--- config.mk ---
export PLATFORM = sky130hd
export DESIGN_NAME = pfx_addr_ext
export DESIGN_NICKNAME = d
export VERILOG_FILES = /design/src/rtl/pfx_pkg.sv /design/src/rtl/pfx_hold_reg.sv /design/src/rtl/pfx_addr_map.sv /design/src/rtl/pfx_addr_ext.sv
export SDC_FILE = /design/constraint.sdc
export NUM_CORES = 1
export LEC_CHECK = 0
export BUFFER_PORTS_ARGS = -buffer_cell sky130_fd_sc_hd__buf_2
export CAP_MARGIN = 40
export CORE_MARGIN = 2
export CORE_UTILIZATION = 45
export CTS_BUF_LIST = sky130_fd_sc_hd__clkbuf_4
export DETAILED_ROUTE_END_ITERATION = 12
export GPL_ROUTABILITY_DRIVEN = 0
export PLACE_DENSITY = 0.87
export SLEW_MARGIN = 0
export SYNTH_ARGS = -nofsm -noshare
export SYNTH_HDL_FRONTEND = slang
export SYNTH_SLANG_ARGS = --single-unit
--- constraint.sdc ---
create_clock -name clk -period 1.45 [get_ports clk]
set_input_delay 0.435 -clock clk [delete_from_list [all_inputs] [get_ports clk]]
set_output_delay 0.435 -clock clk [all_outputs]
set_load 0.02 [all_outputs]
--- src/rtl/pfx_pkg.sv ---
package pfx_pkg;
  localparam int unsigned PFX_DATA_W   = 16;
  localparam int unsigned PFX_IMM_W    = 8;
  localparam int unsigned PFX_IDX_W    = 3;
  localparam int unsigned PFX_SRC_W    = 4;
  localparam int unsigned PFX_DST_W    = 3;
  localparam int unsigned PFX_SRCBNK_W = 1;
endpackage

--- src/rtl/pfx_hold_reg.sv ---
module pfx_hold_reg #(
  parameter int unsigned DATA_W = 16,
  parameter int unsigned IDX_W  = 3
) (
  input  logic              clk,
  input  logic              rst_n,
  input  logic              exec_stb,
  input  logic              wr_en,
  input  logic [IDX_W-1:0]  wr_idx,
  input  logic [DATA_W-1:0] wr_data,
  output logic [DATA_W-1:0] held_data,
  output logic [IDX_W-1:0]  held_idx,
  output logic              live
);
  always_ff @(posedge clk) begin
    if (!rst_n) begin
      held_data <= '0;
      held_idx  <= '0;
      live      <= 1'b0;
    end else if (exec_stb) begin
      if (wr_en) begin
        held_data <= wr_data;
        held_idx  <= wr_idx;
        live      <= 1'b1;
      end else begin
        held_data <= '0;
        held_idx  <= '0;
        live      <= 1'b0;
      end
    end
  end

  AST_CAPTURE: assert property (@(posedge clk) disable iff (!rst_n)
    (exec_stb && wr_en) |=> (held_data == $past(wr_data) && held_idx == $past(wr_idx)));
  AST_EXPIRE: assert property (@(posedge clk) disable iff (!rst_n)
    (exec_stb && !wr_en) |=> (held_data == '0 && held_idx == '0));
  AST_STALL_HOLD: assert property (@(posedge clk) disable iff (!rst_n)
    (!exec_stb && $past(rst_n)) |=> ($stable(held_data) && $stable(held_idx)));
endmodule

--- src/rtl/pfx_addr_map.sv ---
module pfx_addr_map #(
  parameter int unsigned IDX_W    = 3,
  parameter int unsigned SRC_W    = 4,
  parameter int unsigned DST_W    = 3,
  parameter int unsigned SRCBNK_W = 1,
  localparam int unsigned DSTBNK_W = IDX_W - SRCBNK_W,
  localparam int unsigned SADDR_W  = SRC_W + SRCBNK_W,
  localparam int unsigned DADDR_W  = DST_W + DSTBNK_W
) (
  input  logic [IDX_W-1:0]   idx,
  input  logic [SRC_W-1:0]   src_fld,
  input  logic [DST_W-1:0]   dst_fld,
  output logic [SADDR_W-1:0] src_addr,
  output logic [DADDR_W-1:0] dst_addr
);
  generate
    if (SRCBNK_W == 0) begin : g_no_src_bank
      assign src_addr = src_fld;
      assign dst_addr = {idx, dst_fld};
    end else begin : g_split_bank
      assign src_addr = {idx[SRCBNK_W-1:0], src_fld};
      assign dst_addr = {idx[IDX_W-1:SRCBNK_W], dst_fld};
    end
  endgenerate
endmodule

--- src/rtl/pfx_addr_ext.sv ---
module pfx_addr_ext
  import pfx_pkg::*;
#(
  parameter int unsigned DATA_W   = PFX_DATA_W,
  parameter int unsigned IMM_W    = PFX_IMM_W,
  parameter int unsigned IDX_W    = PFX_IDX_W,
  parameter int unsigned SRC_W    = PFX_SRC_W,
  parameter int unsigned DST_W    = PFX_DST_W,
  parameter int unsigned SRCBNK_W = PFX_SRCBNK_W,
  localparam int unsigned SADDR_W = SRC_W + SRCBNK_W,
  localparam int unsigned DADDR_W = DST_W + IDX_W - SRCBNK_W
) (
  input  logic               clk,
  input  logic               rst_n,
  input  logic               exec_stb,
  input  logic               wr_en,
  input  logic [IDX_W-1:0]   wr_idx,
  input  logic [DATA_W-1:0]  wr_data,
  output logic [DATA_W-1:0]  rd_data,
  output logic [IMM_W-1:0]   imm_hi,
  input  logic [SRC_W-1:0]   src_fld,
  input  logic [DST_W-1:0]   dst_fld,
  output logic [SADDR_W-1:0] src_addr,
  output logic [DADDR_W-1:0] dst_addr
);
  logic [DATA_W-1:0] held_data;
  logic [IDX_W-1:0]  held_idx;
  logic              live;

  pfx_hold_reg #(.DATA_W(DATA_W), .IDX_W(IDX_W)) u_hold (
    .clk(clk), .rst_n(rst_n), .exec_stb(exec_stb), .wr_en(wr_en),
    .wr_idx(wr_idx), .wr_data(wr_data),
    .held_data(held_data), .held_idx(held_idx), .live(live)
  );

  pfx_addr_map #(.IDX_W(IDX_W), .SRC_W(SRC_W), .DST_W(DST_W), .SRCBNK_W(SRCBNK_W)) u_map (
    .idx(held_idx), .src_fld(src_fld), .dst_fld(dst_fld),
    .src_addr(src_addr), .dst_addr(dst_addr)
  );

  assign rd_data = held_data;
  assign imm_hi  = held_data[IMM_W-1:0];

  AST_IDLE_BANK: assert property (@(posedge clk) disable iff (!rst_n)
    !live |-> (src_addr[SADDR_W-1:SRC_W] == '0 && dst_addr[DADDR_W-1:DST_W] == '0));
  AST_IDLE_IMM: assert property (@(posedge clk) disable iff (!rst_n)
    !live |-> (imm_hi == '0 && rd_data == '0));
endmodule

Yosys cells after proc, flatten, opt, wreduce, memory -nomap -nowiden
Cells that the tools add are included.
Widths: inputs -> output; s select.
{ "totals": {"reg_bits": 19, "wordCells": 4} }
{ "classes": {"mux": 2} }
{ "ops": {"columns": ["op", "n"], "rows": [
  ["$mux 16", 1],
  ["$mux 3", 1]
]} }

Longest topological paths before layout
Gate-level depths: netlist of the first run.
{ "depth": {"word_depth": 1, "ltp_mapped": 4, "depth_no_buf": 2} }

Hierarchy
Synthesis of the first run repeated with hierarchy kept, for this count alone.
{ "unflattened": {"cells_unflattened": 106, "hier_area_um2": 918.4} }
{ "modules_own_cells": {"columns": ["module", "instances", "cells_per_inst", "area_per_inst_um2"], "rows": [
  ["pfx_hold_reg", 1, 88, 783.3],
  ["pfx_addr_map", 1, 10, 75.1],
  ["pfx_addr_ext", 1, 8, 60.1]
]} }

Worst setup path before layout of the first run
Ideal clock, no wire load.
{ "synth_timing": {"kind": "register -> output", "start": "register u_hold.held_data[0]", "end": "output port rd_data[0]", "arrival_ps": 616, "required_time_ps": 1015, "setup_slack_ps": 399, "stages_incl_launch_ff": 2, "path_buffers": 1, "cell_sequence": "dfxtp_1 buf_4"} }
{ "synth_rtl": {"columns": ["item", "line_no", "source"], "rows": [
  ["start, declared", "pfx_hold_reg.sv:11", "output logic [DATA_W-1:0] held_data,"],
  ["start signal, assigned", "pfx_hold_reg.sv:22", "held_data <= wr_data;"],
  ["end, declared", "pfx_addr_ext.sv:19", "output logic [DATA_W-1:0] rd_data,"]
]} }
No word-level cell between the ends.

Worst setup path after layout of the first run
{ "layout_timing": {"start": "register u_hold.held_data[4]", "end": "output port imm_hi[4]"} }
{ "layout_rtl": {"columns": ["item", "line_no", "source"], "rows": [
  ["end, declared", "pfx_addr_ext.sv:20", "output logic [IMM_W-1:0] imm_hi,"]
]} }
No word-level cell between the ends.

==> results of run 1 <==
[cell usage in the layout, fill, tap and decap left out]
| cell | count |
|---|---|
| buf_12 | 1 |
| nand2_2 | 1 |
| dfxtp_1 | 19 |
| buf_4 | 1 |
| nand2_1 | 19 |
| nand4_1 | 1 |
| nand3b_1 | 19 |
| buf_2 | 49 |
| o21ai_1 | 8 |
| clkinv_2 | 1 |
| o21ai_2 | 10 |
| clkbuf_4 | 3 |
[state kept, by name, indices dropped and copies added, names as in the netlist]
signal,cells
u_hold.held_idx,3
u_hold.held_data,16
[metal layers]
metal / up-vias / share of wire
met5: - / 0
met4: 0 / 0.013
met3: 4 / 0.049
met2: 24 / 0.51
met1: 328 / 0.43
li1: 385 / -
[kinds of logic after synthesis]
| logic type | after synthesis | synth area share |
|---|---|---|
| compound gates | 18 | 0.141 |
| buf+inv | 22 | 0.187 |
| flops | 19 | 0.421 |
| simple gates | 40 | 0.251 |
[area by class of cell]
class	instances	area [um2]
clock buffer	3	22.5
clock inverter	1	5.00
fill	196	853
multi-input combinational	58	354
sequential	19	380
tap	27	33.8
timing repair buffer	51	273
[stage by stage]
stage | setup slack [ns] | cells | hold slack, ns | area [um2] | utilization
after floorplan | 0.399 | 99 | 0.547 | 903 | -
after global placement | 0.306 | 155 | 0.456 | 1040 | 0.542
after detailed placement | 0.269 | 155 | 0.470 | 1040 | 0.542
after CTS | 0.166 | 159 | 0.356 | 1070 | 0.556
after global routing | 0.136 | 159 | 0.358 | 1070 | 0.556
final | 0.167 | 159 | 0.359 | 1070 | 0.556
[power by group through the flow]
| stage | combinational (mW) | sequential [mW] | clock, mW |
|---|---|---|---|
| detailed placement | 0.174 | 0.566 | 0 |
| floorplan | 0.123 | 0.592 | 0 |
| global placement | 0.170 | 0.565 | 0 |
| CTS | 0.174 | 0.554 | 0.273 |
| global route | 0.188 | 0.557 | 0.286 |
| finish | 0.172 | 0.554 | 0.269 |
[cell usage after synthesis]
cell,count
nand2_1,19
dfxtp_1,19
o21ai_1,8
buf_4,16
buf_6,3
buf_2,3
nand4_1,1
nand2_2,1
o21ai_2,10
nand3b_1,19
[path summary, 6_finish.rpt]
kind	from	end	slack [ns]	depth (start not counted)
max	u_hold.held_data[4]$_SDFFE_PN0P_	imm_hi[4]	0.17	1
min reg2reg	u_hold.held_data[14]$_SDFFE_PN0P_	u_hold.held_data[14]$_SDFFE_PN0P_	0.49	2
min	wr_data[15]	u_hold.held_data[15]$_SDFFE_PN0P_	0.36	3
max reg2reg	u_hold.held_data[7]$_SDFFE_PN0P_	u_hold.held_data[7]$_SDFFE_PN0P_	0.85	2
==> summary.md, run 1 <==
| Metric | Value |
|---|---|
| Final setup violating endpoints | 0 |
| Detailed Place HPWL | 1360 um |
| Slowest cell on crit path | dfxtp_1 |
| M1 GR Usage | 0.186 |
| Final Hold Fails | 0 |
| 1st-iter DRT viols | 12 |
| CTS tree | done |
| GR peak layer | met2 |
| Synth Cell Area | 903 um2 |
| Fraction of layout cells with a size suffix above 1 | 0.500 |
| Max frequency | 0.780 GHz |
| Router iterations before antenna repair | 4 |
| Peak VDD IR | 0.365 mV |
| Leading post-synthesis cells by cell area | dfxtp_1 42%, nand3b_1 16%, buf_4 13% |
| Clock Skew | 0 ns |
| CP required | 1.02 ns |
| Unrepaired setup endpoints after global routing | false |
| Family with the most delay on the worst path | flip-flops |
| Tcrit/Tclk final | 0.884 |
| Post-synthesis register bit count | 19 |
| Max-slew headroom | 0.700 |
| Post-synthesis sequential area ratio | 0.421 |
| Sequential share of power | 0.557 |
| Port Buf Inserts | 49 |
| Synth warn | 0 |
| WP data arrival | 0.85 ns |
| Worst-path cell chain | buf_2 |
| Hold crit path type | in2reg |
| Via count | 741 |
| WL/cell | 11.6 um |
| Die Footprint | 2380 um2 |
| PD cells | 932 nW/um2 |
| Sw Share | 0.281 |
| DIE HEIGHT | 48.8 um |
| Number of buffers added for setup after CTS | 0 |
| Met2 GRT Util | 0.265 |
| Combinational share of power | 0.173 |
| Nets | 163 |
| CTS Sinks | 19 |
| Syn nets | 129 |
| Internal power | 0.716 mW |
| Resized cells post-CTS | 0 |
| Worst-Skew Late Latency | 0.30 ns |
| Setup TNS | 0 ns |
| Core ar. | 1920 um2 |
| Root Buffer | clkbuf_4 |
| Initial core utilization | 0.470 |
| Leak | 0.531 nW |
| Slew @ Worst Pin | 0.448 ns |
| Cell taking the most area after synthesis | dfxtp_1 |
| Die X | 48.8 um |
| Buf/Inv on CP | 1 |
| Final ANT Viol Nets | 0 |
| Met3 Use GR | 0.0123 |
| Share of the synthesized area in the top cell type | 0.421 |
| First-pass GRT wire length | 2970 um |
| Max incr delay on CP | 0.37 ns |
| Area growth, synth to finish | 18.3% |
| CP max FO | 3 |
| Maxcap violations | 0 |
| Mapped Cells | 99 |
| I/O pins | 64 |
| Tot Pwr | 0.996 mW |
| Grt ovf | 0 |
| TritonCTS buffer count | 3 |
| Worst setup EP type | output pin |
| Status | completed |
| N_diodes | 0 |
| Psw | 0.280 mW |
| DRC viols | 0 |
| Clock power frac | 0.271 |
| H-tree depth | 1 |
| Routed WL | 1840 um |
| Crit Path Class | reg2out |
| Critical path launch point type | register |
| Site Rows | 16 |
| Hold_buf cts | 0 |
| GRT Overall Usage | 0.156 |
| Count of pins over their slew limit | 0 |
| Antenna violations before repair | 0 |
| Largest net degree at the start of global routing | 39 |
| Drt via density | 4.66 |
| Syn avg cell area | 9.12 um2 |
| CTS Buffer Depth | 2 |
| Vias in the first global route | 705 |
| Count of different cell masters after synthesis | 10 |
| Clock transition at the registers of the reported paths | 0.11 ns |
| Final min period | 1.28 ns |
Note: power is estimated with default switching activity, not from simulation.
==> run 2, diff against run 1 <==
--- a/config.mk
+++ b/config.mk
@@ -8,11 +8,12 @@
 export BUFFER_PORTS_ARGS = -buffer_cell sky130_fd_sc_hd__buf_2
 export CAP_MARGIN = 40
 export CORE_MARGIN = 2
-export CORE_UTILIZATION = 45
-export CTS_BUF_LIST = sky130_fd_sc_hd__clkbuf_4
+export CORE_UTILIZATION = 43
+export CTS_BUF_LIST = sky130_fd_sc_hd__clkbuf_16
 export DETAILED_ROUTE_END_ITERATION = 12
 export GPL_ROUTABILITY_DRIVEN = 0
-export PLACE_DENSITY = 0.87
+export PLACE_DENSITY = 0.84
+export SETUP_SLACK_MARGIN = 0.2
 export SLEW_MARGIN = 0
 export SYNTH_ARGS = -nofsm -noshare
 export SYNTH_HDL_FRONTEND = slang
==> summary.md, run 2 (same netlist as run 1, synthesis figures left out) <==
| Metric | Value |
|---|---|
| Detailed Place HPWL | 1260 um |
| FF-to-FF setup slack | 0.84 ns |
| Psw | 0.296 mW |
| Final min period | 1.21 ns |
| Sw Share | 0.232 |
| N_diodes | 0 |
| Router iterations before antenna repair | 5 |
| Root Buffer | clkbuf_16 |
| PD cells | 1150 nW/um2 |
| Unrepaired setup endpoints after global routing | false |
| Most flops, register | u_hold.held_data |
| Drt via density | 4.66 |
| CP endpoint | rd_data[9] |
| Max frequency | 0.823 GHz |
| Initial core utilization | 0.460 |
| R2r endpoint | u_hold.held_data[9]$_SDFFE_PN0P_ |
| Clock transition at the registers of the reported paths | 0.05 ns |
| Final ANT Viol Nets | 0 |
| Max incr delay on CP | 0.36 ns |
| Critical path launch point type | register |
| Area growth, synth to finish | 23.3% |
| Fraction of layout cells with a size suffix above 1 | 0.496 |
| Register Area | 380 um2 |
| Routed WL | 1820 um |
| Area after DPL | 1030 um2 |
| R2R depth | 2 |
| WP data arrival | 0.78 ns |
| Antenna violations before repair | 0 |
| RR Startpoint | u_hold.held_data[9]$_SDFFE_PN0P_ |
| Dpl cells | 154 |
| Sequential share of power | 0.434 |
| Commonest non-fill, non-tap cell in the layout | buf_2 |
| Nets | 162 |
| Grt ovf | 0 |
| Worst setup EP type | output pin |
| Peak VDD IR | 0.581 mV |
| Commonest non-fill, non-tap cells in the layout | 49 x buf_2, 19 x nand2_1, 19 x nand3b_1, 19 x dfxtp_1, 10 x o21ai_2 |
| Multi-input logic area | 354 um2 |
| Count of pins over their slew limit | 0 |
| Status | completed |
| Layout Utilization | 0.568 |
| Final setup violating endpoints | 0 |
| DRC viols | 0 |
| Setup TNS | 0 ns |
| Post-route insts no fill | 158 |
| Final-layout fill cell count | 210 |
| Critical Path Stages | 1 |
| Worst-path cell chain | buf_2 |
| DIE HEIGHT | 49.8 um |
| Resized cells post-CTS | 0 |
| Tcrit/Tclk final | 0.838 |
| CTS Sinks | 19 |
| Internal power | 0.981 mW |
| Slew @ Worst Pin | 0.461 ns |
| Vias in the first global route | 636 |
| Clock Skew | 0 ns |
| CP max FO | 2 |
| Leak | 0.549 nW |
| Hold_buf cts | 0 |
| Port Buf Inserts | 49 |
| Max-slew headroom | 0.692 |
| Clock power frac | 0.433 |
| Crit Path Class | reg2out |
| Largest registers | u_hold.held_data: 16 flops, u_hold.held_idx: 3 flops |
| CP required | 1.02 ns |
| Via count | 737 |
| Slowest cell on crit path | dfxtp_1 |
| CTS Buffer Depth | 2 |
| Max reg flops | 16 |
| Core ar. | 1960 um2 |
| Final instance area | 1110 um2 |
| First-pass GRT wire length | 2920 um |
| Family with the most delay on the worst path | flip-flops |
| Maxcap violations | 0 |
| GRT Overall Usage | 0.152 |
| WL/cell | 11.5 um |
| Die Footprint | 2480 um2 |
| Die X | 49.8 um |
| Critical path origin | u_hold.held_data[9]$_SDFFE_PN0P_ |
| CTS tree | done |
| Combinational share of power | 0.133 |
| TritonCTS buffer count | 3 |
| Largest net degree at the start of global routing | 39 |
| H-tree depth | 1 |
| 1st-iter DRT viols | 16 |
| Site Rows | 16 |
| Tot Pwr | 1.28 mW |
| I/O pins | 64 |
| Buf/Inv on CP | 1 |
| Hold crit path type | in2reg |
| Final Hold Fails | 0 |
| Worst-Skew Late Latency | 0.24 ns |
| Number of buffers added for setup after CTS | 0 |
-- run 2: cell types whose count changed in the layout (fill, tap and decap cells not counted), sizes merged --
| cell | delta |
|---|---|
| buf | -1 |
-- run 2: final cells by class --
| cell class | instances | area share |
|---|---|---|
| Sequential cell | 19 | 0.342 |
| Multi-Input combinational cell | 58 | 0.318 |
| Timing Repair Buffer | 50 | 0.238 |
| Clock buffer | 3 | 0.0674 |
| Tap cell | 27 | 0.0303 |
| Clock inverter | 1 | 0.00449 |
-- run 2: worst min path at each step --
| stage | depth (start not counted) | start | end |
|---|---|---|---|
| final | 3 | wr_data[15] | u_hold.held_data[15]$_SDFFE_PN0P_ |
| after global routing | 3 | wr_data[0] | u_hold.held_data[0]$_SDFFE_PN0P_ |
| after CTS | 3 | wr_data[13] | u_hold.held_data[13]$_SDFFE_PN0P_ |
| after detailed placement | 2 | u_hold.held_data[15]$_SDFFE_PN0P_ | u_hold.held_data[15]$_SDFFE_PN0P_ |
| after global placement | 2 | u_hold.held_data[13]$_SDFFE_PN0P_ | u_hold.held_data[13]$_SDFFE_PN0P_ |
| after floorplan | 2 | u_hold.held_data[15]$_SDFFE_PN0P_ | u_hold.held_data[15]$_SDFFE_PN0P_ |
-- run 2: worst min-delay path: cells and delay by family --
| kind | cells | cell delay, ns |
|---|---|---|
| AOI/OAI and AO/OA | 1 | 0.05 |
| buffers and inverters | 1 | 0.10 |
| and+or+nand+nor | 1 | 0.04 |
-- run 2: layer usage --
layer	global-route usage	up-vias	routed length [um]
li1	-	377	-
met2	0.251	29	940
met5	0	-	0
met1	0.186	329	726
met4	0.0694	0	19
met3	0.0364	2	132
-- run 2: power groups by stage --
stage               registers [mW]  logic (mW)  clock network [mW]
CTS                          0.555       0.172               0.570
global placement             0.565       0.167                   0
finish                       0.555       0.170               0.553
detailed placement           0.566       0.170                   0
global route                 0.557       0.185               0.594
floorplan                    0.592       0.123                   0
-- run 2: metrics by stage --
stage / setup slack (ns) / hold slack, ns
2_1_floorplan: 0.399 / 0.547
3_3_place_gp: 0.165 / 0.458
3_5_place_dp: 0.119 / 0.463
4_1_cts: 0.234 / 0.422
5_1_grt: 0.204 / 0.433
6_report: 0.235 / 0.420
